==> src/rtl/isp_dr_pkg.sv <==
package isp_dr_pkg;
   localparam int unsigned NREG     = 3;
   localparam int unsigned IDX_RST  = 0;
   localparam int unsigned IDX_KEY  = 1;
   localparam int unsigned IDX_CMD  = 2;

   typedef struct packed {
      logic capture;
      logic shift;
      logic update;
      logic clk_en;
   } dr_strobe_t;
endpackage

==> src/rtl/isp_shift_reg.sv <==
module isp_shift_reg #(
   parameter int unsigned W = 8
) (
   input  logic         clk,
   input  logic         rst_n,
   input  logic         en,
   input  logic         capture,
   input  logic         shift,
   input  logic         clear,
   input  logic         din,
   input  logic [W-1:0] pin,
   output logic [W-1:0] q
);
   generate
      if (W < 1) begin : g_bad_width
         $error("isp_shift_reg: W must be at least 1");
      end

      if (W == 1) begin : g_single
         always_ff @(posedge clk or negedge rst_n) begin
            if (!rst_n)              q <= '0;
            else if (clear)          q <= '0;
            else if (en && capture)  q <= pin;
            else if (en && shift)    q <= din;
         end
      end else begin : g_multi
         always_ff @(posedge clk or negedge rst_n) begin
            if (!rst_n)              q <= '0;
            else if (clear)          q <= '0;
            else if (en && capture)  q <= pin;
            else if (en && shift)    q <= {din, q[W-1:1]};
         end
      end
   endgenerate
endmodule

==> src/rtl/isp_key_match.sv <==
module isp_key_match #(
   parameter int unsigned  W   = 16,
   parameter logic [W-1:0] KEY = '0
) (
   input  logic [W-1:0] value,
   output logic         match
);
   generate
      if (W < 2) begin : g_bad_width
         $error("isp_key_match: key width must be at least 2");
      end
   endgenerate

   always_comb match = (value == KEY);
endmodule

==> src/rtl/isp_tdo_mux.sv <==
module isp_tdo_mux #(
   parameter int unsigned N = 3
) (
   input  logic [N-1:0] sel,
   input  logic [N-1:0] lsb,
   output logic         tdo
);
   logic [N-1:0] term;

   generate
      if (N < 1) begin : g_bad_count
         $error("isp_tdo_mux: need at least one register");
      end
      for (genvar i = 0; i < N; i++) begin : g_term
         assign term[i] = sel[i] & lsb[i];
      end
   endgenerate

   assign tdo = |term;
endmodule

==> src/rtl/isp_dr_bank.sv <==
module isp_dr_bank
   import isp_dr_pkg::*;
#(
   parameter int unsigned        KEY_W = 16,
   parameter logic [KEY_W-1:0]   KEY   = 16'hA370,
   parameter int unsigned        CMD_W = 15
) (
   input  logic                 clk,
   input  logic                 rst_n,
   input  logic [NREG-1:0]      sel,
   input  logic                 capture_dr,
   input  logic                 shift_dr,
   input  logic                 update_dr,
   input  logic                 clock_dr,
   input  logic                 tdi,
   input  logic                 prog_clr,
   input  logic [CMD_W-1:0]     result_in,
   output logic                 tdo,
   output logic                 dev_rst,
   output logic                 prog_en,
   output logic [CMD_W-1:0]     cmd_word,
   output logic                 cmd_go
);
   localparam int unsigned RST_W = 1;

   generate
      if (CMD_W < 1) begin : g_bad_cmd
         $error("isp_dr_bank: CMD_W must be at least 1");
      end
   endgenerate

   dr_strobe_t      stb;
   logic [NREG-1:0] reg_en;
   logic [NREG-1:0] lsb;
   logic [RST_W-1:0] rst_q;
   logic [KEY_W-1:0] key_q;

   always_comb begin
      stb.capture = capture_dr;
      stb.shift   = shift_dr;
      stb.update  = update_dr;
      stb.clk_en  = clock_dr;
   end

   // Each register is clocked by clock-DR qualified with its own select bit.
   generate
      for (genvar i = 0; i < NREG; i++) begin : g_en
         assign reg_en[i] = stb.clk_en & sel[i];
      end
   endgenerate

   // Reset register: no capture, no update stage; output taken from the flop.
   isp_shift_reg #(.W(RST_W)) u_rst_reg (
      .clk     (clk),
      .rst_n   (rst_n),
      .en      (reg_en[IDX_RST]),
      .capture (1'b0),
      .shift   (stb.shift),
      .clear   (1'b0),
      .din     (tdi),
      .pin     ('0),
      .q       (rst_q)
   );

   // Unlock register: cleared when programming mode is left.
   isp_shift_reg #(.W(KEY_W)) u_key_reg (
      .clk     (clk),
      .rst_n   (rst_n),
      .en      (reg_en[IDX_KEY]),
      .capture (1'b0),
      .shift   (stb.shift),
      .clear   (prog_clr),
      .din     (tdi),
      .pin     ('0),
      .q       (key_q)
   );

   isp_key_match #(.W(KEY_W), .KEY(KEY)) u_key_cmp (
      .value (key_q),
      .match (prog_en)
   );

   // Command register: result in at capture, command in by shift.
   isp_shift_reg #(.W(CMD_W)) u_cmd_reg (
      .clk     (clk),
      .rst_n   (rst_n),
      .en      (reg_en[IDX_CMD]),
      .capture (stb.capture),
      .shift   (stb.shift),
      .clear   (1'b0),
      .din     (tdi),
      .pin     (result_in),
      .q       (cmd_word)
   );

   assign lsb[IDX_RST] = rst_q[0];
   assign lsb[IDX_KEY] = key_q[0];
   assign lsb[IDX_CMD] = cmd_word[0];

   isp_tdo_mux #(.N(NREG)) u_tdo_mux (
      .sel (sel),
      .lsb (lsb),
      .tdo (tdo)
   );

   assign dev_rst = rst_q[0];
   assign cmd_go  = stb.update & sel[IDX_CMD] & prog_en;
endmodule

==> config.mk <==
export PLATFORM = sky130hd
export DESIGN_NAME = isp_dr_bank
export DESIGN_NICKNAME = d
export VERILOG_FILES = /design/src/rtl/isp_dr_pkg.sv /design/src/rtl/isp_shift_reg.sv /design/src/rtl/isp_key_match.sv /design/src/rtl/isp_tdo_mux.sv /design/src/rtl/isp_dr_bank.sv
export SDC_FILE = /design/constraint.sdc
export NUM_CORES = 1
export LEC_CHECK = 0
export BUFFER_PORTS_ARGS = -buffer_cell sky130_fd_sc_hd__buf_4
export CAP_MARGIN = 20
export CORE_MARGIN = 2
export CORE_UTILIZATION = 40
export DETAILED_ROUTE_END_ITERATION = 8
export HOLD_SLACK_MARGIN = 0.03
export PLACE_DENSITY = 0.66
export SLEW_MARGIN = 10
export SYNTH_ARGS = -nofsm -noshare
export SYNTH_HDL_FRONTEND = slang
export SYNTH_SLANG_ARGS = --single-unit
export TNS_END_PERCENT = 1
==> constraint.sdc <==
create_clock -name clk -period 1.7 [get_ports clk]
set_clock_uncertainty 0.05 [all_clocks]
set_input_delay 0.085 -clock clk [delete_from_list [all_inputs] [get_ports clk]]
set_output_delay 0.085 -clock clk [all_outputs]
set_load 0.01 [all_outputs]
==> results of run 1 <==
-- flip-flops by register name, summed over array words and instances (netlist names) --
name,count
u_cmd_reg.q,15
u_rst_reg.q,1
u_key_reg.q,16
-- worst paths after layout --
check	endpoint	slack (ns)
max in group asynchronous	u_key_reg.q[3]	1.11
min	u_rst_reg.q	0.07
max reg2reg	u_cmd_reg.q[0]	0.17
min reg2reg	u_cmd_reg.q[2]	0.47
max	cmd_go	-0.007
min in group asynchronous	u_cmd_reg.q[9]	0.19
-- Yosys cell counts --
library cell and n:
sky130_fd_sc_hd__clkbuf_2 1, sky130_fd_sc_hd__buf_4 3, sky130_fd_sc_hd__a32o_1 1, sky130_fd_sc_hd__buf_2 3
sky130_fd_sc_hd__nand3_1 2, sky130_fd_sc_hd__nand2_1 50, sky130_fd_sc_hd__clkbuf_1 3, sky130_fd_sc_hd__a222oi_1 1
sky130_fd_sc_hd__nor3_1 1, sky130_fd_sc_hd__nor4_2 1, sky130_fd_sc_hd__nand4b_1 1, sky130_fd_sc_hd__a21oi_1 16
sky130_fd_sc_hd__mux2i_1 14, sky130_fd_sc_hd__and3_1 1, sky130_fd_sc_hd__nor4bb_1 1, sky130_fd_sc_hd__nor4b_1 1
sky130_fd_sc_hd__o211ai_1 1, sky130_fd_sc_hd__o21ai_0 15, sky130_fd_sc_hd__or4b_4 1, sky130_fd_sc_hd__mux2_2 1
sky130_fd_sc_hd__inv_1 1, sky130_fd_sc_hd__dfrtp_1 32
-- per-stage QoR --
step                hold slack [ns]  setup TNS (ns)  area, sq um
floorplan                    -0.261               0         1460
global placement           -0.00987               0         1800
detailed placement         -0.00321               0         1800
CTS                          0.0504         -0.0837         2100
global route                 0.0529          -0.179         2120
finish                       0.0725        -0.00687         2120
-- layer usage --
layer / track usage, % / part of all wire, %
met1: 24.5 / 46
met2: 31.4 / 47
met3: 5.99 / 6.0
met4: 6.38 / 1.3
met5: 0 / 0
-- timing repair --
action,in CTS,in global routing
setup endpoints to repair,2,2
hold buffers,20,0
gates resized for setup,2,1
pin swaps,3,3
setup buffers,2,3
endpoints found under the hold margin,64,0
-- cells in the final DEF (no fill, tap or decap), drive strengths merged, types with 2 or more instances in the layout --
cell	count
nand2	50
nand3	2
a21oi	16
mux2i	14
buf	51
clkbuf	7
dfrtp	32
dlygate4sd3	20
o21ai	15
-- where the power goes --
part,total [mW],switching (mW),internal [mW]
combinational,0.401,0.179,0.221
clock,0.476,0.242,0.234
sequential,0.894,0.0592,0.835
-- cells by family after synthesis --
group / after synthesis / share of synthesized area, %
mux: 15 / 10.4
compound gates: 34 / 12.6
flops: 32 / 55.0
buf+inv: 11 / 3.95
simple gates: 59 / 18.1
-- worst max-delay path, stage by stage (launching register included) --
cell,delay [ns]
sky130_fd_sc_hd__dfrtp_1,0.40
sky130_fd_sc_hd__or4b_4,0.55
sky130_fd_sc_hd__nor4_2,0.14
sky130_fd_sc_hd__buf_4,0.16
-- layout make-up --
class,count,area [sq um],area share [%]
multi-input combinational,108,614,28.9
sequential,32,801,37.7
timing repair buffer,71,583,27.4
clock buffer,7,65.1,3.06
inverter,1,3.75,0.177
tap,46,57.6,2.71
==> impl_metrics.sql, run 1 <==
INSERT INTO impl_metrics (metric_group, metric, value, unit) VALUES
('setup_path', 'worst_path_maximum_fanout', '2', ''),
('logic_synthesis', 'yosys-top-cells-area', 'sky130_fd_sc_hd__dfrtp_1, sky130_fd_sc_hd__nand2_1, sky130_fd_sc_hd__mux2i_1', ''),
('grt', 'grt_start_max_net_pins', '33', ''),
('place', 'hpwl', '2250', 'um'),
('floorplanning', 'design.core.area', '3420', 'sq um'),
('timing', 'worstMarginPinSlew', '0.578', 'ns'),
('detailed_routing', 'number_of_drc_violations_after_detailed_routing', '0', ''),
('detailed_routing', 'drt-wirelength-per-cell', '13.4', 'um'),
('logic_synthesis', 'synth-warning-count', '0', ''),
('finish', 'share_of_final_layout_standard_cells_stronger_than_drive_strength_1', '29.2', '%'),
('clock_tree', 'numClockSinks', '32', ''),
('grt', 'grt_pass1_wl', '6020', 'um'),
('setup_path', 'worstPathRequired', '1.56', 'ns'),
('grt', 'first_global_vias', '1268', ''),
('power_and_ir_drop', 'p_leak', '1.01', 'nW'),
('run_status', 'outcome', 'finished with violations', ''),
('clock_tree', 'tritoncts', 'done', ''),
('logic_synthesis', 'synth_fp_nets', '177', ''),
('clock_tree', 'cts_buffers', '5', ''),
('timing', 'fin_ws', '-0.00687', 'ns'),
('grt', 'grt_antenna_before_repair', '0', ''),
('detailed_routing', 'post_drt_via_cell_ratio', '4.87', ''),
('clock_tree', 'clkSlewWorstSetupHoldPaths', '0.10', 'ns'),
('setup_path', 'endpoint_kind', 'output pin', ''),
('detailed_routing', 'wirelength', '3550', 'um'),
('hold_path', 'hold_start', 'sel[0]', ''),
('finish', 'num_antenna_cells', '0', ''),
('setup_path', 'type_of_the_worst_setup_path', 'reg -> out', ''),
('logic_synthesis', 'post-synth-top-area-cell', 'sky130_fd_sc_hd__dfrtp_1', ''),
('detailed_routing', 'detailedRoute.firstPassIterationCount', '4', ''),
('floorplanning', 'pin_count', '45', ''),
('place', 'place.gp.congestion', '0.769', ''),
('floorplanning', 'start_util', '42.6', '%'),
('power_and_ir_drop', 'max-vdd-ir-drop', '416', 'uV'),
('power_and_ir_drop', 'power_density', '833', 'nW/um^2'),
('finish', 'layout.core_utilization', '62.2', '%'),
('power_and_ir_drop', 'finalPower', '1.77', 'mW'),
('place', 'post-place-ws', '0.239', 'ns'),
('run', 'max_cap_viol', '0', ''),
('finish', 'fin_nets', '245', ''),
('clock_tree', 'clock_tree.root_cell', 'sky130_fd_sc_hd__clkbuf_4', ''),
('timing', 'rsz0062_at_grt', 'true', ''),
('logic_synthesis', 'sequential_element_share_of_the_synthesized_area', '55.0', '%'),
('hold_path', 'worst_hold_path_type', 'in -> reg', ''),
('grt', 'grt_util_all_layers', '19.3', '%'),
('logic_synthesis', 'syn_area', '1460', 'sq um'),
('clock_tree', 'clk-insertion-delay-late', '0.33', 'ns'),
('logic_synthesis', 'synth-seq-cells', '32', ''),
('setup_path', 'reg2regPathDepth', '4', ''),
('clock_tree', 'clock_tree.htree_level_count', '2', ''),
('place', 'io_buffers', '44', ''),
('timing', 'final_max_slew_viol_count', '0', ''),
('setup_path', 'launching_element_of_the_worst_setup_path', 'u_key_reg.q[12]', ''),
('logic_synthesis', 'syn_avg_cell_area', '9.64', 'sq um'),
('setup_path', 'crit_start_category', 'register', ''),
('detailed_routing', 'detailedRoute.firstIterationViolations', '77', ''),
('detailed_routing', 'dr_total_vias', '1290', ''),
('detailed_routing', 'antenna_left', '0', ''),
('timing', 'timing.final.setup_violations', '1', ''),
('timing', 'layout_worst_path_cycle_share', '100', '%'),
('grt', 'overflow', '0', ''),
('clock_tree', 'clock_path_buffers', '2', ''),
('hold_path', 'hold-path-cell-count', '3', ''),
('logic_synthesis', 'yosysTopAreaCellShare', '55.0', '%'),
('setup_path', 'reg2reg_from', 'u_cmd_reg.q[1]', ''),
('timing', 'max-slew-margin-rel', '61.4', '%'),
('finish', 'count_of_placed_standard_cells_in_the_final_layout_fillers_left_out', '265', ''),
('run_status', 'violations', 'setup timing', ''),
('timing', 'crit_path_time_final', '1.71', 'ns'),
('finish', 'nFillCells', '292', ''),
('timing', 'hold_viol', '0', ''),
('floorplanning', 'die_w', '64.3', 'um'),
('timing', 'fmax', '586', 'MHz'),
('place', 'cell_count_after_placement', '233', ''),
('floorplanning', 'std_cell_rows', '21', ''),
('finish', 'syn_to_final_growth', '46.0', '%'),
('setup_path', 'critPathArrivalTime', '1.57', 'ns'),
('logic_synthesis', 'synthesis.instances', '151', ''),
('logic_synthesis', 'synth.distinct_cells', '22', ''),
('floorplanning', 'dieArea', '4140', 'sq um'),
('floorplanning', 'dieHeight', '64.3', 'um');
(Power assumes the default switching activity.)
==> inputs of run 2 (changes only) <==
BUFFER_PORTS_ARGS = -buffer_cell sky130_fd_sc_hd__buf_2   (was -buffer_cell sky130_fd_sc_hd__buf_4)
==> run 2 against run 1 <==
The run still ends with setup timing left. Critical path depth unchanged. Fmax fell by 2.3%. Die area unchanged. Sequential power shrank 0.4%. Count of clock-buffer cells in the layout grew 1. Worst hold slack got worse by 0.038 ns. Clock power decreased by 7.8%. Largest cell class unchanged. Largest power group unchanged. Highest routed layer unchanged.
==> impl_metrics.sql, run 2 (synthesized netlist as in run 1, its figures left out) <==
INSERT INTO impl_metrics (metric_group, metric, value, unit) VALUES
('run_status', 'outcome', 'finished with violations', ''),
('run_status', 'violations', 'setup timing', ''),
('setup_path', 'crit_chain', 'or4b_4, nor4_4, buf_2', ''),
('setup_path', 'launching_element_of_the_worst_setup_path', 'u_key_reg.q[12]', ''),
('setup_path', 'critPathMaxStageDelay', '0.57', 'ns'),
('detailed_routing', 'wirelength', '3460', 'um'),
('detailed_routing', 'antenna_left', '0', ''),
('finish', 'nFillCells', '301', ''),
('timing', 'worstMarginPinSlew', '0.711', 'ns'),
('finish', 'seqCellArea', '801', 'sq um'),
('timing', 'layout_worst_path_cycle_share', '103', '%'),
('setup_path', 'worst_path_maximum_fanout', '2', ''),
('power_and_ir_drop', 'p_leak', '0.960', 'nW'),
('finish', 'final_design_area_no_fill', '1970', 'sq um'),
('finish', 'share_of_final_layout_standard_cells_stronger_than_drive_strength_1', '29.3', '%'),
('detailed_routing', 'top_layer', 'met4', ''),
('clock_tree', 'clkSlewWorstSetupHoldPaths', '0.09', 'ns'),
('floorplanning', 'die_w', '64.3', 'um'),
('setup_path', 'reg2reg_from', 'u_cmd_reg.q[1]', ''),
('timing', 'crit_path_time_final', '1.75', 'ns'),
('place', 'place.gp.congestion', '0.750', ''),
('timing', 'setup_tns', '-0.0473', 'ns'),
('grt', 'overflow', '0', ''),
('clock_tree', 'numClockSinks', '32', ''),
('finish', 'largest_registers', 'u_key_reg.q (16), u_cmd_reg.q (15), u_rst_reg.q (1)', ''),
('floorplanning', 'pin_count', '45', ''),
('setup_path', 'critical-path-slowest-cell', 'sky130_fd_sc_hd__or4b_4', ''),
('grt', 'grt_util_all_layers', '18.2', '%'),
('finish', 'syn_to_final_growth', '35.2', '%'),
('place', 'dpl-instance-area', '1690', 'sq um'),
('setup_path', 'critPathArrivalTime', '1.61', 'ns'),
('setup_path', 'endpoint_kind', 'output pin', ''),
('detailed_routing', 'drt-wirelength-per-cell', '13.2', 'um'),
('detailed_routing', 'post_drt_via_cell_ratio', '4.95', ''),
('place', 'io_buffers', '44', ''),
('timing', 'hold_viol', '0', ''),
('finish', 'multi_input_area', '623', 'sq um'),
('hold_path', 'hold_start', 'result_in[2]', ''),
('clock_tree', 'clock_path_buffers', '2', ''),
('setup_path', 'critPathBufInv', '1', ''),
('floorplanning', 'dieArea', '4140', 'sq um'),
('setup_path', 'crit_start_category', 'register', ''),
('timing', 'fmax', '572', 'MHz'),
('clock_tree', 'cts_buffers', '5', ''),
('floorplanning', 'std_cell_rows', '21', ''),
('timing', 'hold-worst-slack', '0.0342', 'ns'),
('floorplanning', 'start_util', '42.6', '%'),
('grt', 'first_global_vias', '1262', ''),
('detailed_routing', 'detailedRoute.firstPassIterationCount', '4', ''),
('detailed_routing', 'number_of_drc_violations_after_detailed_routing', '0', ''),
('clock_tree', 'tritoncts', 'done', ''),
('hold_path', 'worst_hold_path_type', 'in -> reg', ''),
('timing', 'timing.final.setup_violations', '1', ''),
('grt', 'grt_start_max_net_pins', '33', ''),
('power_and_ir_drop', 'max-vdd-ir-drop', '374', 'uV'),
('floorplanning', 'dieHeight', '64.3', 'um'),
('finish', 'final_common_cell', 'sky130_fd_sc_hd__nand2_1', ''),
('finish', 'fin_nets', '240', ''),
('place', 'post-place-ws', '0.195', 'ns'),
('grt', 'grt_pass1_wl', '5700', 'um'),
('setup_path', 'critical-path-top-delay-family', 'simple AND/OR/NAND/NOR gates', ''),
('timing', 'final_max_slew_viol_count', '0', ''),
('floorplanning', 'design.core.area', '3420', 'sq um'),
('finish', 'num_antenna_cells', '0', ''),
('setup_path', 'type_of_the_worst_setup_path', 'reg -> out', ''),
('clock_tree', 'clk-insertion-delay-late', '0.32', 'ns'),
('finish', 'largest_register', 'u_key_reg.q', ''),
('timing', 'rsz0062_at_grt', 'true', ''),
('finish', 'leading_cell_types_in_the_layout_fill_and_taps_excluded', 'sky130_fd_sc_hd__nand2_1, sky130_fd_sc_hd__buf_2, sky130_fd_sc_hd__dfrtp_1, sky130_fd_sc_hd__a21oi_1', ''),
('finish', 'largest_register_ffs', '16', ''),
('detailed_routing', 'routed-wl-met2', '1690', 'um'),
('place', 'cell_count_after_placement', '232', ''),
('finish', 'count_of_placed_standard_cells_in_the_final_layout_fillers_left_out', '261', ''),
('clock_tree', 'clock_tree.root_cell', 'sky130_fd_sc_hd__clkbuf_4', ''),
('finish', 'layout.core_utilization', '57.6', '%'),
('place', 'hpwl', '2220', 'um'),
('detailed_routing', 'dr_total_vias', '1293', ''),
('grt', 'grt_antenna_before_repair', '0', ''),
('timing', 'max-slew-margin-rel', '52.6', '%'),
('run', 'max_cap_viol', '0', ''),
('clock_tree', 'clock_tree.htree_level_count', '2', ''),
('detailed_routing', 'detailedRoute.firstIterationViolations', '89', ''),
('power_and_ir_drop', 'power_density', '842', 'nW/um^2'),
('timing', 'fin_ws', '-0.0473', 'ns'),
('detailed_routing', 'm1WireLength', '1520', 'um'),
('detailed_routing', 'wl_met3', '199', 'um'),
('setup_path', 'worstPathRequired', '1.56', 'ns'),
('power_and_ir_drop', 'finalPower', '1.66', 'mW');
## run 2: changes by cell type in the layout (fill, tap and decap cells not counted), sizes merged
| cell | previous run | this run |
|---|---|---|
| clkbuf | 7 | 8 |
| dlygate4sd3 | 20 | 15 |
## run 2: report_power, final
group	total [mW]	leakage [nW]	switching (mW)	internal (mW)
Combinational	0.327	0.502	0.175	0.153
Sequential	0.890	0.425	0.0554	0.835
Clock	0.439	0.0326	0.235	0.204
Total	1.66	0.960	0.465	1.19
## run 2: timing repair
item | 4_1_cts | 5_1_grt
buffers inserted | 4 | 2
hold buffers | 14 | 1
setup endpoints to repair | 2 | 2
resized for setup | 3 | 1
pin swaps | 5 | 2
endpoints found under the hold margin | 46 | 1
## run 2: layer usage
layer	global-route usage [%]	vias to the layer above
met5	0	-
met2	29.7	43
met4	6.91	0
met1	22.3	606
met3	5.99	4
li1	-	640
## run 2: worst paths after layout
kind,to,slack [ns],depth (start not counted)
worst min register to register,u_cmd_reg.q[11],0.46,2
worst max register to register,u_cmd_reg.q[0],0.72,3
worst min-delay path,u_cmd_reg.q[2],0.03,3
min in group asynchronous,u_cmd_reg.q[6],0.30,2
worst max-delay path,cmd_go,-0.05,3
max in group asynchronous,u_key_reg.q[10],0.85,2
## run 2: worst register-to-register path: cells and delay by family, from the launching register on
kind | cells | cell delay [ns]
simple gates | 1 | 0.06
compound gates | 2 | 0.35
flops | 1 | 0.40
## run 2: cell type report
class	count	share of cell area, %
repair buffers	66	21.5
flip-flops and latches	32	40.7
well taps	46	2.93
inverters	1	0.191
clock buffers	8	2.99
multi-input cells	108	31.7
